File: src/rtl/card_fifo_pkg.sv
package card_fifo_pkg;
  localparam int unsigned HOST_BYTES = 4;

  typedef enum logic [1:0] {
    ACC_BYTE  = 2'd0,
    ACC_HALF  = 2'd1,
    ACC_WORD  = 2'd2,
    ACC_WORD2 = 2'd3
  } acc_size_e;

  function automatic logic [2:0] size_to_bytes(input logic [1:0] sz);
    case (acc_size_e'(sz))
      ACC_BYTE: size_to_bytes = 3'd1;
      ACC_HALF: size_to_bytes = 3'd2;
      default:  size_to_bytes = 3'd4;
    endcase
  endfunction
endpackage

File: src/rtl/byte_fifo.sv
module byte_fifo #(
  parameter int DEPTH   = 32,
  parameter int PUSH_NB = 4,
  parameter int POP_NB  = 1
) (
  input  logic                             clk,
  input  logic                             rst_n,
  input  logic                             clr,
  input  logic [$clog2(PUSH_NB+1)-1:0]     push_cnt,
  input  logic [8*PUSH_NB-1:0]             push_word,
  input  logic [$clog2(POP_NB+1)-1:0]      pop_cnt,
  input  logic                             pop_take,
  output logic [8*POP_NB-1:0]              pop_word,
  output logic [$clog2(DEPTH+1)-1:0]       level
);
  localparam int AW = $clog2(DEPTH);
  localparam int CW = $clog2(DEPTH+1);

  logic [7:0]    mem [DEPTH];
  logic [AW-1:0] head_q, head_d;
  logic [CW-1:0] level_q, level_d;
  logic [CW-1:0] free_w, push_req, pop_req, push_acc, pop_acc, pop_peek;

  logic [PUSH_NB-1:0] wr_vld;
  logic [AW-1:0]      wr_addr [PUSH_NB];
  logic [7:0]         wr_byte [PUSH_NB];

  // accepted counts, bounded by room and contents
  always_comb begin
    free_w   = CW'(DEPTH) - level_q;
    push_req = CW'(push_cnt);
    pop_req  = CW'(pop_cnt);
    push_acc = (push_req > free_w) ? free_w : push_req;
    pop_peek = (pop_req > level_q) ? level_q : pop_req;
    pop_acc  = pop_take ? pop_peek : '0;
    if (clr) begin
      level_d = '0;
      head_d  = '0;
    end else begin
      level_d = level_q + push_acc - pop_acc;
      head_d  = head_q + AW'(pop_acc);
    end
  end

  // unpack: most significant used lane lands at the tail first
  always_comb begin
    for (int i = 0; i < PUSH_NB; i++) begin
      wr_vld[i]  = !clr && (CW'(i) < push_acc);
      wr_addr[i] = head_q + level_q[AW-1:0] + AW'(i);
      wr_byte[i] = 8'h00;
      if (wr_vld[i]) wr_byte[i] = push_word[8*(int'(push_cnt)-1-i) +: 8];
    end
  end

  // pack: oldest byte in the highest requested lane
  always_comb begin
    pop_word = '0;
    for (int j = 0; j < POP_NB; j++) begin
      if (CW'(j) < pop_peek)
        pop_word[8*(int'(pop_cnt)-1-j) +: 8] = mem[head_q + AW'(j)];
    end
  end

  always_ff @(posedge clk) begin
    for (int i = 0; i < PUSH_NB; i++) begin
      if (wr_vld[i]) mem[wr_addr[i]] <= wr_byte[i];
    end
  end

  always_ff @(posedge clk or negedge rst_n) begin
    if (!rst_n) begin
      level_q <= '0;
      head_q  <= '0;
    end else begin
      level_q <= level_d;
      head_q  <= head_d;
    end
  end

  assign level = level_q;

  assert_no_overflow_R1: assert property (@(posedge clk) disable iff (!rst_n)
    level_q <= CW'(DEPTH));
endmodule

File: src/rtl/xfer_ctrl.sv
module xfer_ctrl #(
  parameter int LEN_W = 16
) (
  input  logic             clk,
  input  logic             rst_n,
  input  logic             start,
  input  logic             dir_in,
  input  logic [LEN_W-1:0] len_in,
  input  logic             byte_moved,
  output logic             active,
  output logic             dir_wr,
  output logic             rem_nz,
  output logic             data_done,
  output logic             prog_done
);
  logic [LEN_W-1:0] rem_q, rem_d, rem_dec;
  logic act_q, act_d, dir_q, dir_d, dd_q, dd_d, pd_q, pd_d;

  always_comb begin
    rem_dec = rem_q - LEN_W'(byte_moved);
    rem_d   = rem_q;
    act_d   = act_q;
    dir_d   = dir_q;
    dd_d    = dd_q;
    pd_d    = pd_q;
    if (start) begin
      rem_d = len_in;
      act_d = 1'b1;
      dir_d = dir_in;
      dd_d  = 1'b0;
      pd_d  = 1'b0;
    end else if (act_q) begin
      rem_d = rem_dec;
      if (rem_dec == '0) begin
        act_d = 1'b0;
        dd_d  = 1'b1;
        pd_d  = pd_q | dir_q;
      end
    end
  end

  always_ff @(posedge clk or negedge rst_n) begin
    if (!rst_n) begin
      rem_q <= '0;
      act_q <= 1'b0;
      dir_q <= 1'b0;
      dd_q  <= 1'b0;
      pd_q  <= 1'b0;
    end else begin
      rem_q <= rem_d;
      act_q <= act_d;
      dir_q <= dir_d;
      dd_q  <= dd_d;
      pd_q  <= pd_d;
    end
  end

  assign active    = act_q;
  assign dir_wr    = dir_q;
  assign rem_nz    = (rem_q != '0);
  assign data_done = dd_q;
  assign prog_done = pd_q;

  assert_done_ends_xfer_R6: assert property (@(posedge clk) disable iff (!rst_n)
    $rose(dd_q) |-> !act_q);
  assert_prog_implies_data_R6: assert property (@(posedge clk) disable iff (!rst_n)
    pd_q |-> dd_q);
endmodule

File: src/rtl/card_fifo_datapath.sv
module card_fifo_datapath
  import card_fifo_pkg::*;
#(
  parameter int FIFO_DEPTH = 32,
  parameter int LEN_W      = 16
) (
  input  logic                            clk,
  input  logic                            rst_n,
  input  logic                            start,
  input  logic                            dir_write,
  input  logic [LEN_W-1:0]                xfer_len,
  input  logic                            flush,
  input  logic                            host_wr_en,
  input  logic [1:0]                      host_wr_size,
  input  logic [31:0]                     host_wr_data,
  input  logic                            host_rd_en,
  input  logic [1:0]                      host_rd_size,
  output logic [31:0]                     host_rd_data,
  output logic                            card_tx_valid,
  input  logic                            card_tx_ready,
  output logic [7:0]                      card_tx_data,
  input  logic                            card_rx_valid,
  output logic                            card_rx_ready,
  input  logic [7:0]                      card_rx_data,
  output logic                            xfer_active,
  output logic                            tx_req,
  output logic                            rx_req,
  output logic                            data_done,
  output logic                            prog_done,
  output logic [$clog2(FIFO_DEPTH+1)-1:0] tx_level,
  output logic [$clog2(FIFO_DEPTH+1)-1:0] rx_level
);
  localparam int CW = $clog2(FIFO_DEPTH+1);
  localparam int NW = $clog2(HOST_BYTES+1);

  logic dir_wr, rem_nz, tx_fire, rx_fire, rx_req_q, rx_req_d;
  logic [NW-1:0] wr_cnt, rd_cnt;

  assign wr_cnt = (host_wr_en && !start) ? NW'(size_to_bytes(host_wr_size)) : '0;
  assign rd_cnt = NW'(size_to_bytes(host_rd_size));

  assign card_tx_valid = xfer_active && dir_wr && rem_nz && (tx_level != '0);
  assign card_rx_ready = xfer_active && !dir_wr && rem_nz && (rx_level < CW'(FIFO_DEPTH));
  assign tx_fire       = card_tx_valid && card_tx_ready;
  assign rx_fire       = card_rx_valid && card_rx_ready;

  xfer_ctrl #(.LEN_W(LEN_W)) ctrl_i (
    .clk(clk), .rst_n(rst_n), .start(start), .dir_in(dir_write),
    .len_in(xfer_len), .byte_moved(tx_fire || rx_fire),
    .active(xfer_active), .dir_wr(dir_wr), .rem_nz(rem_nz),
    .data_done(data_done), .prog_done(prog_done)
  );

  byte_fifo #(.DEPTH(FIFO_DEPTH), .PUSH_NB(HOST_BYTES), .POP_NB(1)) tx_fifo_i (
    .clk(clk), .rst_n(rst_n), .clr(start || flush),
    .push_cnt(wr_cnt), .push_word(host_wr_data),
    .pop_cnt(1'b1), .pop_take(tx_fire),
    .pop_word(card_tx_data), .level(tx_level)
  );

  byte_fifo #(.DEPTH(FIFO_DEPTH), .PUSH_NB(1), .POP_NB(HOST_BYTES)) rx_fifo_i (
    .clk(clk), .rst_n(rst_n), .clr(start),
    .push_cnt(rx_fire), .push_word(card_rx_data),
    .pop_cnt(rd_cnt), .pop_take(host_rd_en),
    .pop_word(host_rd_data), .level(rx_level)
  );

  always_comb begin
    rx_req_d = rx_req_q;
    if (start)           rx_req_d = 1'b0;
    else if (rx_fire)    rx_req_d = 1'b1;
    else if (host_rd_en) rx_req_d = 1'b0;
  end

  always_ff @(posedge clk or negedge rst_n) begin
    if (!rst_n) rx_req_q <= 1'b0;
    else        rx_req_q <= rx_req_d;
  end

  assign rx_req = rx_req_q;
  assign tx_req = xfer_active && dir_wr;

  assert_idle_no_move_R9: assert property (@(posedge clk) disable iff (!rst_n)
    !xfer_active |-> (!card_tx_valid && !card_rx_ready));
  assert_rx_room_R5: assert property (@(posedge clk) disable iff (!rst_n)
    card_rx_ready |-> (rx_level < CW'(FIFO_DEPTH)));
  assert_flush_empties_R8: assert property (@(posedge clk) disable iff (!rst_n)
    flush |=> (tx_level == '0));
  assert_start_clears_R9: assert property (@(posedge clk) disable iff (!rst_n)
    start |=> (rx_level == '0 && !data_done && xfer_active && !rx_req));
  assert_rxreq_on_byte_R7: assert property (@(posedge clk) disable iff (!rst_n)
    (rx_fire && !start) |=> rx_req);
endmodule

File: config.mk
export PLATFORM = sky130hd
export DESIGN_NAME = card_fifo_datapath
export DESIGN_NICKNAME = d
export VERILOG_FILES = /design/src/rtl/card_fifo_pkg.sv /design/src/rtl/byte_fifo.sv /design/src/rtl/xfer_ctrl.sv /design/src/rtl/card_fifo_datapath.sv
export SDC_FILE = /design/constraint.sdc
export NUM_CORES = 2
export LEC_CHECK = 0
export ABC_AREA = 0
export CAP_MARGIN = 20
export CORE_MARGIN = 2
export CORE_UTILIZATION = 35
export CTS_BUF_LIST = sky130_fd_sc_hd__clkbuf_16
export DETAILED_ROUTE_END_ITERATION = 10
export RECOVER_POWER = 25
export SLEW_MARGIN = 20
export SYNTH_ARGS = -nofsm -noshare
export SYNTH_HDL_FRONTEND = slang
export SYNTH_HIERARCHICAL = 1
export SYNTH_SLANG_ARGS = --single-unit
File: constraint.sdc
create_clock -name clk -period 7.07 [get_ports clk]
set_input_delay 1.414 -clock clk [delete_from_list [all_inputs] [get_ports clk]]
set_output_delay 1.414 -clock clk [all_outputs]
set_load 0.05 [all_outputs]
==> flow_summary.json <==
{
  "multi_input_area_um2": 23800,
  "gr-total-overflow": 0,
  "dpl.hpwl_um": 111000,
  "ir_drop_mv": 0.211,
  "syn-cell-area_um2": 41600,
  "comb_power_share_pct": 42.5,
  "cts_tree": "built",
  "fin_skew_ns": 0.0393,
  "avgRoutedWirePerCell_um": 30.3,
  "ys.flop_type": "edfxtp_1",
  "whs_path_depth": 2,
  "clock.fmax_mhz": 146,
  "worst_pin_slew_ns": 2.77,
  "fin_crit_sh_pct": 97.1,
  "synthToLayoutAreaGrowth_pct": 14.8,
  "drt_first_pass_iters": 6,
  "violations": "capacitance limit, slew limit",
  "synthCells": 3518,
  "grt_pass1_wl_um": 229000,
  "start_util_pct": 35.3,
  "drive_above_1_share_pct": 23.7,
  "final_hold_viol_count": 0,
  "end_kind": "output port",
  "rr_worst_depth": 13,
  "worstPathArrival_ns": 5.45,
  "utilization_pct": 40.5,
  "min-delay-start": "ctrl_i/prog_done$_DFFE_PN0P_",
  "power_density_nw_per_um2": 266,
  "fill_cells": 11100,
  "power.net_switching_mw": 5.02,
  "cts.sinks": 555,
  "portBuffers": 127,
  "cts-buffers-inserted": 67,
  "viasPerCell": 6.65,
  "ctsHoldBuffers": 0,
  "cts-htree-levels": 3,
  "yosys_warnings": 7,
  "cp.required_ns": 5.66,
  "setup_violations": 0,
  "seq_area_um2": 16500,
  "power_frac_seq_pct": 30.7,
  "start_kind": "input port",
  "grt_pass1_vias": 32800,
  "core_area_um2": 118000,
  "layout_min_cycle_time_ns": 6.86,
  "met1Wirelength_um": 58900,
  "clk_pin_slew_ns": 0.06,
  "synth_edf_count": 512,
  "place_congestion": 1.02,
  "synthArstFlopShare_pct": 7.75,
  "crit_fanout": 3,
  "grt_max_degree": 118,
  "r2r-start": "tx_fifo_i/level[1]$_DFF_PN0_",
  "vias": 34600,
  "drtIter0Drc": 5654,
  "drv_slew": 114,
  "ys_ff_latch": 555,
  "startpoint": "host_rd_size[1]",
  "highest_layer": "met5",
  "dieArea_um2": 122000,
  "dieWidth_um": 349,
  "avgSynthCellArea_um2": 11.8,
  "drt_wl_total_um": 158000,
  "root_buffer": "clkbuf_16",
  "whs_ns": 0.538,
  "die_h_um": 349,
  "num_rows": 126,
  "rsz0062_at_grt": "no",
  "globalRouteTotalUtil_pct": 25.4,
  "p_int_mw": 7.69,
  "cap_violations": 4,
  "run_status": "complete, but fails checks",
  "grt_antenna_before_repair": 5,
  "met3_length_um": 19000,
  "drc": 0,
  "relSlewSlack_pct": -84.6,
  "synth_cell_types": 107,
  "leakage_nw": 16.2,
  "synth-seq-area-share_pct": 39.5,
  "nets": 3769,
  "p_clk_share_pct": 26.8,
  "clk_latency_ns": 0.67,
  "wl_met2_um": 70500,
  "swShare_pct": 39.5,
  "drtAntennaViolNets": 0,
  "crit_type": "in2out",
  "pin_count": 128,
  "cts_max_path_buffers": 3,
  "hold_path.class": "reg2reg"
}
-- path summary, 6_finish.rpt --
check,endpoint,slack [ns]
max reg2reg,tx_fifo_i/mem[10][6]$_DFFE_PP_,0.76
max,host_rd_data[24],0.21
max in group asynchronous,tx_fifo_i/head_q[0]$_DFF_PN0_,3.35
min reg2reg,ctrl_i/prog_done$_DFFE_PN0P_,0.54
min,ctrl_i/prog_done$_DFFE_PN0P_,0.54
min in group asynchronous,ctrl_i/dir_wr$_DFFE_PN0P_,1.75
-- cell usage in the layout (no fill, tap or decap), drive strengths merged, types with 43 or more instances in the layout --
cell / count
o211ai: 53
a211oi: 63
xnor2: 50
a21oi: 225
nand2: 279
dfrtp: 43
and2: 57
clkbuf: 87
mux2i: 222
ha: 75
o21ai: 69
clkdlybuf4s50: 72
inv: 83
mux4: 370
a221oi: 104
nor2: 234
edfxtp: 512
nor3: 61
o22ai: 189
nand3: 84
buf: 226
-- final cells by class --
class	instances	share of cell area, %
inverter	65	0.511
timing repair buffer	339	6.67
clock inverter	54	1.04
multi-input combinational	2583	49.8
clock buffer	67	3.51
tap	1536	4.02
antenna	1	0.00524
sequential	555	34.5
-- per-stage QoR --
stage                     instance area (um^2)  setup TNS (ns)  cells  worst slack, ns  power (mW)
after detailed placement                 45600          -0.168   5074          -0.0504        9.27
after global routing                     47800               0   5199          0.00775        13.1
after floorplan                          41800               0   3533          0.00464        7.46
after CTS                                47800               0   5197           0.0192        12.7
final                                    47800               0   5200            0.207        12.7
after global placement                   45600          -0.982   5071           -0.137        9.24
-- critical path: stages --
cell	delay, ns
dlygate4sd2_1	0.28
nor2_2	0.13
inv_1	0.07
ha_2	0.20
ha_4	0.27
inv_2	0.04
ha_1	0.20
ha_1	0.17
o21ai_0	0.09
ha_1	0.29
buf_4	0.16
o22ai_2	0.16
a211oi_1	0.09
or3_1	0.32
a32o_2	0.33
nor4_4	0.33
buf_4	0.17
a221oi_1	0.10
a211oi_4	0.31
buf_12	0.17
buf_12	0.13
-- routing by layer --
metal  global-route usage, %  vias to the layer above
met5                       0                        -
met3                    6.08                      513
li1                        -                    14300
met4                    12.7                        4
met2                    38.9                     2589
met1                    33.5                    17200
-- timing repair --
action / in CTS / in global routing
setup endpoints to repair: 11 / 14
setup buffers: 2 / 0
resized for setup: 6 / 6
pin swaps: 8 / 7
-- cells by family after synthesis --
group,synth area share (%)
xor+xnor,1.90
buf+inv,4.25
fa+ha+maj,2.93
flops,39.5
compound gates,14.1
other cells,0.0451
mux,26.2
simple gates,11.1
-- power groups by stage --
stage                     clock (mW)  sequential [mW]  combinational (mW)
after floorplan                    0             3.90                3.56
after global placement             0             3.97                5.28
after detailed placement           0             3.97                5.31
after CTS                       3.46             3.90                5.33
after global routing            3.58             3.92                5.65
final                           3.41             3.90                5.40
-- flip-flops by register name, indices dropped and copies added (netlist names) --
| register | count |
|---|---|
| ctrl_i/data_done | 1 |
| ctrl_i/prog_done | 1 |
| rx_req | 1 |
| ctrl_i/active | 1 |
| rx_fifo_i/mem | 256 |
| tx_fifo_i/level | 6 |
| rx_fifo_i/head_q | 5 |
| tx_fifo_i/mem | 256 |
| tx_fifo_i/head_q | 5 |
| rx_fifo_i/level | 6 |
| ctrl_i/rem_q | 16 |
| ctrl_i/dir_wr | 1 |
-- Yosys cell counts, types with 10 or more instances --
cell type	count	area, um^2
a211oi_1	62	465
a21o_1	20	150
a21oi_1	217	1090
a221oi_1	96	841
a31oi_1	38	238
and2_1	56	350
and3_1	19	119
buf_1	33	124
buf_2	119	596
buf_6	15	169
clkbuf_1	155	582
dfrtp_1	43	1080
edfxtp_1	512	15400
fa_1	14	280
ha_1	75	938
inv_1	64	240
mux2_2	30	338
mux2i_1	222	2220
mux4_2	370	8330
nand2_1	278	1040
nand2b_1	11	68.8
nand3_1	76	380
nand4_1	21	131
nor2_1	234	878
nor2b_1	23	144
nor3_1	53	265
nor4_1	10	62.6
o211ai_1	53	398
o21ai_0	61	305
o22ai_1	188	1180
o32ai_1	10	87.6
or2_2	17	106
or3_1	36	225
xnor2_1	46	403
xor2_1	29	254
Note: power is estimated with default switching activity, not from simulation.
